--- config.mk ---
export PLATFORM = sky130hd
export DESIGN_NAME = smul_top
export DESIGN_NICKNAME = d
export VERILOG_FILES = /design/src/rtl/smul_pkg.sv /design/src/rtl/smul_cond_neg.sv /design/src/rtl/smul_ctrl.sv /design/src/rtl/smul_datapath.sv /design/src/rtl/smul_top.sv
export SDC_FILE = /design/constraint.sdc
export NUM_CORES = 1
export LEC_CHECK = 0
export BUFFER_PORTS_ARGS = -buffer_cell sky130_fd_sc_hd__buf_2
export CORE_ASPECT_RATIO = 1.25
export CORE_MARGIN = 8
export CORE_UTILIZATION = 55
export CTS_BUF_LIST = sky130_fd_sc_hd__clkbuf_16
export DETAILED_ROUTE_END_ITERATION = 7
export PLACE_DENSITY = 0.71
export SYNTH_ARGS = -nofsm -noshare
export SYNTH_HDL_FRONTEND = slang
export SYNTH_SLANG_ARGS = --single-unit
--- constraint.sdc ---
create_clock -name clk -period 3.6 [get_ports clk]
set_clock_uncertainty 0.05 [all_clocks]
set_input_delay 0.18 -clock clk [delete_from_list [all_inputs] [get_ports clk]]
set_output_delay 0.18 -clock clk [all_outputs]
set_load 0.02 [all_outputs]
--- src/rtl/smul_pkg.sv ---
package smul_pkg;
   typedef enum logic [0:0] {
      SM_IDLE = 1'b0,
      SM_RUN  = 1'b1
   } smul_state_e;
endpackage

--- src/rtl/smul_cond_neg.sv ---
module smul_cond_neg #(
   parameter int W = 8
) (
   input  logic [W-1:0] value,
   input  logic         negate,
   output logic [W-1:0] result
);
   logic [W-1:0] flipped;

   for (genvar i = 0; i < W; i++) begin : g_flip
      assign flipped[i] = value[i] ^ negate;
   end

   assign result = flipped + {{(W-1){1'b0}}, negate};
endmodule

--- src/rtl/smul_ctrl.sv ---
module smul_ctrl
   import smul_pkg::*;
#(
   parameter int WIDTH = 8
) (
   input  logic clk,
   input  logic rst_n,
   input  logic start,
   output logic load,
   output logic step,
   output logic last,
   output logic done
);
   localparam int CNT_W = (WIDTH > 2) ? $clog2(WIDTH) : 1;
   localparam logic [CNT_W-1:0] LAST_CNT = CNT_W'(WIDTH - 1);

   smul_state_e      state_q;
   logic [CNT_W-1:0] cnt_q;

   assign load = (state_q == SM_IDLE) && start;
   assign step = (state_q == SM_RUN);
   assign last = step && (cnt_q == LAST_CNT);

   always_ff @(posedge clk) begin
      if (!rst_n) begin
         state_q <= SM_IDLE;
         cnt_q   <= '0;
         done    <= 1'b0;
      end else begin
         done <= 1'b0;
         if (load) begin
            state_q <= SM_RUN;
            cnt_q   <= '0;
         end else if (last) begin
            state_q <= SM_IDLE;
            done    <= 1'b1;
         end else if (step) begin
            cnt_q <= cnt_q + 1'b1;
         end
      end
   end
endmodule

--- src/rtl/smul_datapath.sv ---
module smul_datapath #(
   parameter int WIDTH = 8
) (
   input  logic               clk,
   input  logic               rst_n,
   input  logic               load,
   input  logic               step,
   input  logic               last,
   input  logic [WIDTH-1:0]   mcand_mag,
   input  logic [WIDTH-1:0]   mplier_mag,
   input  logic               sign_in,
   output logic [2*WIDTH-1:0] mag_prod,
   output logic               sign_q
);
   logic [WIDTH-1:0] b_q;
   logic [WIDTH-1:0] acc_q;
   logic [WIDTH-1:0] q_q;
   logic [WIDTH:0]   sum;

   // add the multiplicand when the current multiplier bit is set; carry kept
   assign sum = {1'b0, acc_q} + (q_q[0] ? {1'b0, b_q} : '0);

   // final step skips its shift: bit 0 of Q is already consumed
   assign mag_prod = {sum, q_q[WIDTH-1:1]};

   always_ff @(posedge clk) begin
      if (!rst_n) begin
         b_q    <= '0;
         acc_q  <= '0;
         q_q    <= '0;
         sign_q <= 1'b0;
      end else if (load) begin
         b_q    <= mcand_mag;
         acc_q  <= '0;
         q_q    <= mplier_mag;
         sign_q <= sign_in;
      end else if (step && !last) begin
         acc_q <= sum[WIDTH:1];
         q_q   <= {sum[0], q_q[WIDTH-1:1]};
      end
   end
endmodule

--- src/rtl/smul_top.sv ---
module smul_top #(
   parameter int WIDTH = 8
) (
   input  logic               clk,
   input  logic               rst_n,
   input  logic               start,
   input  logic [WIDTH-1:0]   mcand,
   input  logic [WIDTH-1:0]   mplier,
   output logic               done,
   output logic [2*WIDTH-1:0] product
);
   localparam int PW = 2 * WIDTH;

   if (WIDTH < 2) begin : g_width_bad
      $error("smul_top: WIDTH must be at least 2");
   end

   logic             load, step, last, sign_q;
   logic [WIDTH-1:0] mcand_mag, mplier_mag;
   logic [PW-1:0]    mag_prod, signed_prod;

   smul_cond_neg #(.W(WIDTH)) u_abs_a (
      .value(mcand), .negate(mcand[WIDTH-1]), .result(mcand_mag));

   smul_cond_neg #(.W(WIDTH)) u_abs_b (
      .value(mplier), .negate(mplier[WIDTH-1]), .result(mplier_mag));

   smul_ctrl #(.WIDTH(WIDTH)) u_ctrl (
      .clk(clk), .rst_n(rst_n), .start(start),
      .load(load), .step(step), .last(last), .done(done));

   smul_datapath #(.WIDTH(WIDTH)) u_dp (
      .clk(clk), .rst_n(rst_n), .load(load), .step(step), .last(last),
      .mcand_mag(mcand_mag), .mplier_mag(mplier_mag),
      .sign_in(mcand[WIDTH-1] ^ mplier[WIDTH-1]),
      .mag_prod(mag_prod), .sign_q(sign_q));

   smul_cond_neg #(.W(PW)) u_fix_sign (
      .value(mag_prod), .negate(sign_q), .result(signed_prod));

   always_ff @(posedge clk) begin
      if (!rst_n) product <= '0;
      else if (last) product <= signed_prod;
   end
endmodule

* Word level (Yosys, flattened, before mapping) *
Index checks and enable logic that the tools add are counted.

storage, ports and cells
  flip-flop bits (word level) = 46
  bits of input ports = 19
  output and inout port bits = 17
  word-level logic and storage cells = 62

cells by class
  add/subtract/negate cells = 5
  equal/unequal tests = 1
  multiplexer cells = 6
  bitwise operators = 34
  reductions and logical operators = 8

operator list
  operator                                                       count
  1-bit XOR                                                      31
  8-bit two-way mux                                              3
  16-bit by 1-bit adder with 16-bit output                       1
  7-bit by 1-bit adder with 8-bit output                         2
  8-bit by 9-bit adder with 9-bit output                         1
  2-bit nonzero test                                             2
  3-bit by 1-bit adder with 3-bit output, second input constant  1
  3-bit equality test, second input constant                     1
  1-bit logical AND                                              3
  1-bit two-way mux                                              3
  1-bit NOT                                                      3
  2-bit AND reduction                                            1
  2-bit OR reduction                                             1
  1-bit zero test                                                1

* Longest topological paths before layout *
Gate-level depths: netlist (run 1).

  depth in word-level cells = 6
  depth in mapped cells = 10
  gate-level depth less buffers = 10

* Modules after synthesis *
From an unflattened synthesis (run 1), not the netlist that was laid out.

unflattened totals
  cell total of the unflattened synthesis = 416
  area, all modules = 3666.0 um2

by module, submodules not included
  module                       times used  cells an instance  area each (um2)
  smul_datapath                1           169                1512.7
  smul_cond_neg (u_fix_sign)   1           103                757.0
  smul_top                     1           52                 624.3
  smul_cond_neg (u_abs_a ...)  2           35                 275.3
  smul_ctrl                    1           22                 221.5

* Worst setup path after synthesis (run 1) *
No wires, ideal clock.

  kind = register -> register
  start = register u_dp.q_q[0]
  end = register product[14]
  library setup time = 0.091 ns
  arrival time = 2.698 ns
  data required time = 3.459 ns
  setup slack = 0.761 ns
  cell stages (with the launch flop) = 11
  path buffers = 0
  clock period less this slack = 2.839 ns
  cells stage by stage = dfxtp_1 -> and2_1 -> ha_1 -> fa_1 -> a211oi_1 -> nor2_1 -> or4b_1 -> a21oi_2 -> nor4b_1 -> a211oi_1 -> a311oi_1

between the ends
  word-level cells in the longest chain between the ends = 4
  elaborated cells on any way between the ends = 11

RTL lines
  item                                        RTL line             RTL
  start, declared                             smul_datapath.sv:17  logic [WIDTH-1:0] q_q;
  start signal, assigned                      smul_datapath.sv:35  q_q <= mplier_mag;
  start signal, assigned                      smul_datapath.sv:39  q_q <= {sum[0], q_q[WIDTH-1:1]};
  8-bit two-way mux *                         smul_datapath.sv:21  assign sum = {1'b0, acc_q} + (q_q[0] ? {1'b0, b_q} : '0);
  8-bit by 9-bit adder with 9-bit output *    smul_datapath.sv:21
  1-bit XOR                                   smul_cond_neg.sv:11  assign flipped[i] = value[i] ^ negate;
  16-bit by 1-bit adder with 16-bit output *  smul_cond_neg.sv:14  assign result = flipped + {{(W-1){1'b0}}, negate};
  end signal, assigned                        smul_top.sv:43       else if (last) product <= signed_prod;
  end, declared                               smul_top.sv:10       output logic [2*WIDTH-1:0] product

Mark *: on every way between the ends. The rest lies on a longest branch, timed or not.
A chain may end at the register's enable or synchronous reset.

* Final worst setup path (run 1) *
Same ends and word-level chain as after synthesis.

==> key figures, run 1 <==
Synthesis
  – Synth area leader: dfxtp_1
  – Cell Area, Synth: between 3000 and 4000 sq um
  – Syn nets: about 440
  – Synth cell count leaders: nand2_1 (54), dfxtp_1 (46), a21oi_1 (26)
  – Post-synth ARST share: 0%
  – Post-synth EDFFs: 0
  – YS warnings: 0
  – Post-Synthesis Cells: 406
  – Post-synthesis cell type count: 67
  – Yosys reg bits: 46
  – Avg Inst Size Synth: about 8 sq um
  – Synth top area cells: dfxtp_1 (28%), xnor2_1 (6.6%), nand2_1 (6.1%)
  – Most numerous cell in the Yosys netlist: nand2_1
  – Main synth FF type: dfxtp_1
  – Seq/Total Area, Yosys: between 20% and 30%
  – Share of the synthesized area in the top cell type: between 20 and 30%

Global routing
  – GR Util met1: around a fifth
  – Largest net degree at the start of global routing: 37
  – First-pass GRT wire length: roughly 12,000 um
  – M2 GR Usage: 28.71%
  – Vias in the first global route: ~2,700
  – GRT Util Overall: between 15 and 20%
  – Global-route congestion overflow total: 0
  – Met3 Usage GRT: just over 3%
  – Most Crowded Layer GR: met2
  – Antenna violations before repair: 0

Timing
  – F_max: around 320 MHz
  – Final setup TNS: 0 ps
  – WHS: between 200 and 250 ps
  – Slew Limit Headroom: between 30 and 40%
  – Setup-failing EPs final: 0
  – Worst-Margin Slew: 958.2 ps
  – RSZ-0062 raised after global routing: no
  – Pins Over Slew Limit: 0
  – Final Hold Viols: 0
  – Minimum clock period: ~3100 ps
  – Tcrit/Tclk final: 86.99%
  – Setup ws final: approximately 470 ps

Pwr
  – Leakage: approximately 1.5 nW
  – Post-layout power: 1.339 mW
  – VDD IR max: between 0.0002 and 0.00025 V
  – PD cells: 368.3 nW/um^2

Placed design
  – Setup slack after placement: 510.8 ps
  – Hpwl dp: about 5200 um
  – Port bufs: 35
  – GPL Wtd Cong: between 0.8 and 0.9
  – Dpl cells: roughly 490
  – Cell Area, Placed: 3466 sq um

Floorplanning
  – Die W: 85.42 um
  – Core area: a little under 6000 sq um
  – Starting Density: 56.95%
  – Row count: 31
  – I/O pin cnt: 36
  – Die height: 102.8 um
  – Die area: 8779 sq um

Route
  – Residual DRC: 0
  – Drt pass-1 iters: 5
  – DR WL/cell: about 14 um
  – Routed vias/inst: 5.736
  – Initial DRC Count: 158
  – Antenna-violating nets left: 0
  – Via count: 2,845
  – DRT Wirelength: 7041 um

Layout
  – Ratio of cells with drive above 1 in the final layout: 13.95%
  – Area of the multi-input gates: between 2000 and 2500 sq um
  – ANT cells: 0
  – Filler instances: 526
  – Area Overhead vs Synth: 9.706%
  – Finished Core Util: 62.47%
  – Cell area after layout: between 3000 and 4000 sq um
  – Post-Layout Cell Count: 496
  – Nets: between 400 and 500
  – FF+latch area: about 920 sq um

Clocking
  – CTS resizes: 0
  – Clk sinks: 46
  – H-Tree Depth: 2
  – CTS hold repair buffers: 0
  – CTS tree: yes
  – Post-CTS setup buffer count: 0
  – Reg clk slew, reported paths: ~60 ps
  – Inserted Clock Buffers: 5
  – Worst skew pair latency: roughly 290 ps
  – CTS root buf: clkbuf_16
  – Max clock buf depth: 2

Worst setup path
  – Startpoint types: flip-flop
  – Setup crit end kind: flip-flop
  – Crit path arrival time: around 3300 ps
  – Critical path peak fanout: 9
  – Critical Path RT: ~3800 ps
  – CP Class: reg2reg

Outcome
  – Run status: finished, final reports clean

Run
  – Max Cap Viol: 0

Min path
  – Hold/Removal Path Class: in2reg
## layout make-up
type | instances | area share, %
inverter | 10 | 1.033
clock inverter | 3 | 1.205
sequential | 46 | 25.34
multi-input combinational | 328 | 61.27
timing repair buffer | 38 | 5.439
clock buffer | 5 | 3.442
tap | 66 | 2.272
## placed cells by master (no fill, tap or decap), drive strengths merged, types with 4 or more instances in the layout
cell	synthesis	routed
a211oi	7	7
a21boi	7	7
a21oi	27	27
and2	19	19
and3	5	5
buf	5	38
clkbuf	17	5
dfxtp	46	46
ha	16	16
inv	10	11
mux2i	4	4
nand2	55	55
nand2b	11	11
nand3	12	12
nand3b	4	4
nor2	19	19
nor2b	7	7
nor3	7	7
nor4b	4	4
o211a	9	9
o211ai	6	6
o21a	6	6
o21ai	21	21
or3	5	5
xnor2	25	25
xor2	6	6
## registers in the layout (all words and copies together), names as in the netlist
| name | flops |
|---|---|
| product | 16 |
| u_ctrl.done | 1 |
| u_dp.q_q | 8 |
| u_ctrl.cnt_q | 3 |
| u_ctrl.step | 1 |
| u_dp.acc_q | 8 |
| u_dp.b_q | 8 |
| u_dp.sign_q | 1 |
## power breakdown
group	internal, mW	switching (mW)	total (mW)
Clock	0.329	0.201	0.530
Sequential	0.529	0.0231	0.552
Combinational	0.114	0.142	0.256
Total	0.972	0.366	1.34
## worst max-delay path, stage by stage (launching register included)
cell	delay [ps]
dfxtp_1	360
and2_1	160
ha_1	200
fa_1	410
a211oi_1	390
nor2_1	130
or4b_1	550
a21oi_2	220
nor4b_1	280
a211oi_1	80
a311oi_1	210
## final timing paths
kind                                          startpoint                  endpoint  slack (ps)  cells after the start
worst max-delay path            u_dp.q_q[0]$_SDFFE_PN0P_  product[14]$_SDFFE_PN0P_         470                     10
worst min-delay path                           mplier[5]  u_dp.q_q[5]$_SDFFE_PN0P_         240                      3
worst max register to register  u_dp.q_q[0]$_SDFFE_PN0P_  product[14]$_SDFFE_PN0P_         470                     10
worst min register to register   product[0]$_SDFFE_PN0P_   product[0]$_SDFFE_PN0P_         410                      2
## layer usage
metal	vias up	part of all wire [%]
met1	1277	49
met3	5	3.6
met4	0	1.1
met5	-	0
met2	58	47
li1	1505	-
## kinds of logic after synthesis
kind of cell,Yosys count,synth area share (%)
muxes,4,1.209
buffers and inverters,32,4.985
and+or+nand+nor,161,25.42
AOI/OAI and AO/OA,114,25.08
xor gates and xnor gates,32,8.875
DFF,46,27.79
adders and majority gates,17,6.646
Power figures use the tool's default switching activity.
==> run 2: changes to the inputs <==
--- a/config.mk
+++ b/config.mk
@@ -11,7 +11,7 @@
 export CORE_UTILIZATION = 55
 export CTS_BUF_LIST = sky130_fd_sc_hd__clkbuf_16
 export DETAILED_ROUTE_END_ITERATION = 7
-export PLACE_DENSITY = 0.71
+export PLACE_DENSITY = 0.74
 export SYNTH_ARGS = -nofsm -noshare
 export SYNTH_HDL_FRONTEND = slang
 export SYNTH_SLANG_ARGS = --single-unit
==> key figures, run 2 (synthesized netlist as in run 1, its figures left out) <==
Worst setup path
  – Largest stage delay, worst path: 570 ps (+20 ps)
  – Reg2reg path depth: 10 (unchanged)
  – Critical path peak fanout: 9 (unchanged)
  – CP top delay family: simple AND/OR/NAND/NOR gates
  – Crit path launch: u_dp.q_q[0]$_SDFFE_PN0P_
  – CP Depth: 10 (unchanged)
  – Critical Path End: product[14]$_SDFFE_PN0P_
  – CP Class: reg2reg
  – Critical Path RT: 3740 ps (about the same)
  – Crit path arrival time: 3380 ps (+100 ps)
  – Setup crit end kind: flip-flop
  – Startpoint types: flip-flop
  – Worst r2r src: u_dp.q_q[0]$_SDFFE_PN0P_
  – Count of buffer and inverter cells on the critical path: 0 (unchanged)
  – Worst R2R Setup Slack: 350 ps (-110 ps)
  – Top cell by count, worst path: a211oi_1
  – Slowest stage cell, crit path: or4b_1
  – FF-to-FF End: product[14]$_SDFFE_PN0P_
  – Crit path cell chain: and2_1, ha_1, fa_1, a211oi_1, nor2_1, or4b_1, a21oi_2, nor4b_1, a211oi_1, a311oi_1

Floorplanning
  – I/O pin cnt: 36 (unchanged)
  – Row count: 31 (unchanged)
  – Starting Density: 56.95% (unchanged)
  – Die area: 8779 sq um (unchanged)
  – Die W: 85.42 um (unchanged)
  – Core area: 5818 sq um (unchanged)
  – Die height: 102.8 um (unchanged)

Placed design
  – Port bufs: 35 (unchanged)
  – Dpl cells: 488 (unchanged)
  – GPL Wtd Cong: 0.8046 (-0.89%)
  – Hpwl dp: 5267 um (+0.99%)
  – Cell Area, Placed: 3466 sq um (unchanged)

Outcome
  – Run status: finished, final reports clean

Timing
  – RSZ-0062 raised after global routing: no
  – Tcrit/Tclk final: 90.17% (+3.2 points)
  – Setup-failing EPs final: 0 (unchanged)
  – Final setup TNS: 0 ps (unchanged)
  – Minimum clock period: 3246 ps (+114.4 ps)
  – Final Hold Viols: 0 (unchanged)
  – F_max: 308.1 MHz (-3.5%)
  – Pins Over Slew Limit: 0 (unchanged)
  – Worst-Margin Slew: 942.1 ps (-16.15 ps)
  – Slew Limit Headroom: 37.19% (+1.1 points)
  – WHS: 242.2 ps (+5.486 ps)

Layout
  – FF+latch area: 920.9 sq um (unchanged)
  – Nets: 465 (unchanged)
  – Cell area after layout: 3635 sq um (unchanged)
  – Area of the multi-input gates: 2227 sq um (unchanged)
  – Top reg by flops: product
  – Most common cell after layout, fill and taps aside: nand2_1
  – Highest-count cells in the layout ignoring fill and taps: nand2_1 (54), dfxtp_1 (46), buf_2 (35)
  – Post-Layout Cell Count: 496 (unchanged)
  – Largest register FFs: 16 (unchanged)
  – Ratio of cells with drive above 1 in the final layout: 13.95% (unchanged)
  – Area Overhead vs Synth: 9.706% (unchanged)
  – ANT cells: 0 (unchanged)
  – Filler instances: 532 (+1.1%)

Min path
  – Hold/Removal Path Class: in2reg
  – Min-delay src: mplier[5]

Global routing
  – Vias in the first global route: 2,746 (+2.2%)
  – First-pass GRT wire length: 12,240 um (+0.45%)
  – GRT Util Overall: 16.92% (+0.075 points)
  – Largest net degree at the start of global routing: 37 (unchanged)
  – Global-route congestion overflow total: 0 (unchanged)
  – Antenna violations before repair: 0 (unchanged)

Clocking
  – CTS tree: yes
  – CTS resizes: 0 (unchanged)
  – Clk sinks: 46 (unchanged)
  – Worst skew pair latency: 290 ps (about the same)
  – CTS root buf: clkbuf_16
  – Post-CTS setup buffer count: 0 (unchanged)
  – H-Tree Depth: 2 (unchanged)
  – Reg clk slew, reported paths: 70 ps (about the same)
  – CTS hold repair buffers: 0 (unchanged)
  – Max clock buf depth: 2 (unchanged)
  – Inserted Clock Buffers: 5 (unchanged)

Route
  – Initial DRC Count: 110 (-30%)
  – DRT Wirelength: 7287 um (+3.5%)
  – Drt pass-1 iters: 4 (-1)
  – Residual DRC: 0 (unchanged)
  – Via count: 2,916 (+2.5%)
  – Routed vias/inst: 5.879 (+2.5%)
  – DR WL/cell: 14.69 um (+3.5%)
  – Antenna-violating nets left: 0 (unchanged)

Run
  – Max Cap Viol: 0 (unchanged)

Pwr
  – PD cells: 367.5 nW/um^2 (-0.21%)
  – Post-layout power: 1.336 mW (-0.21%)
  – Leakage: 1.539 nW (unchanged)
  – VDD IR max: 0.0002752 V (+22%)
==> run 2: cell counts in the layout (fill, tap and decap cells not counted) <==
No cell type changed its count.
==> run 2: worst min path at each step <==
stage | to | slack (ps) | cells past startpoint
detailed placement | u_ctrl.cnt_q[1]$_SDFFE_PP0P_ | 400 | 2
finish | u_dp.q_q[5]$_SDFFE_PN0P_ | 240 | 3
global route | u_dp.q_q[5]$_SDFFE_PN0P_ | 240 | 3
CTS | u_dp.q_q[5]$_SDFFE_PN0P_ | 230 | 3
global placement | u_dp.acc_q[2]$_SDFFE_PP0P_ | 400 | 2
floorplan | u_dp.q_q[5]$_SDFFE_PN0P_ | 370 | 2
==> run 2: worst min-delay path: stages <==
cell     delay (ps)
buf_2           120
xnor2_1         120
o211a_1         130
==> run 2: per-layer routing <==
| layer | part of all wire (%) | vias up | global-route usage, % |
|---|---|---|---|
| li1 | - | 1502 | - |
| met1 | 45 | 1331 | 19.04 |
| met2 | 48 | 70 | 30.20 |
| met3 | 5.2 | 13 | 3.907 |
| met4 | 1.8 | 0 | 6.622 |
| met5 | 0 | - | 0 |
==> run 2: area by class of cell <==
class                   instances  share of cell area [%]
clock inverters                 3                   1.205
multi-input cells             328                   61.27
inverters                      10                   1.033
repair buffers                 38                   5.439
flip-flops and latches         46                   25.34
well taps                      66                   2.272
clock buffers                   5                   3.442
==> run 2: where the power goes <==
group / total [mW] / internal (mW) / switching (mW)
sequential: 0.551 / 0.529 / 0.0216
clock: 0.525 / 0.329 / 0.196
combinational: 0.260 / 0.115 / 0.145
==> run 2: through the flow <==
step	util (%)	setup WS [ps]
4_1_cts	62.47	392.4
3_3_place_gp	59.57	596.2
6_report	62.47	354.1
5_1_grt	62.47	187.8
2_1_floorplan	-	760.8
3_5_place_dp	59.57	455.8
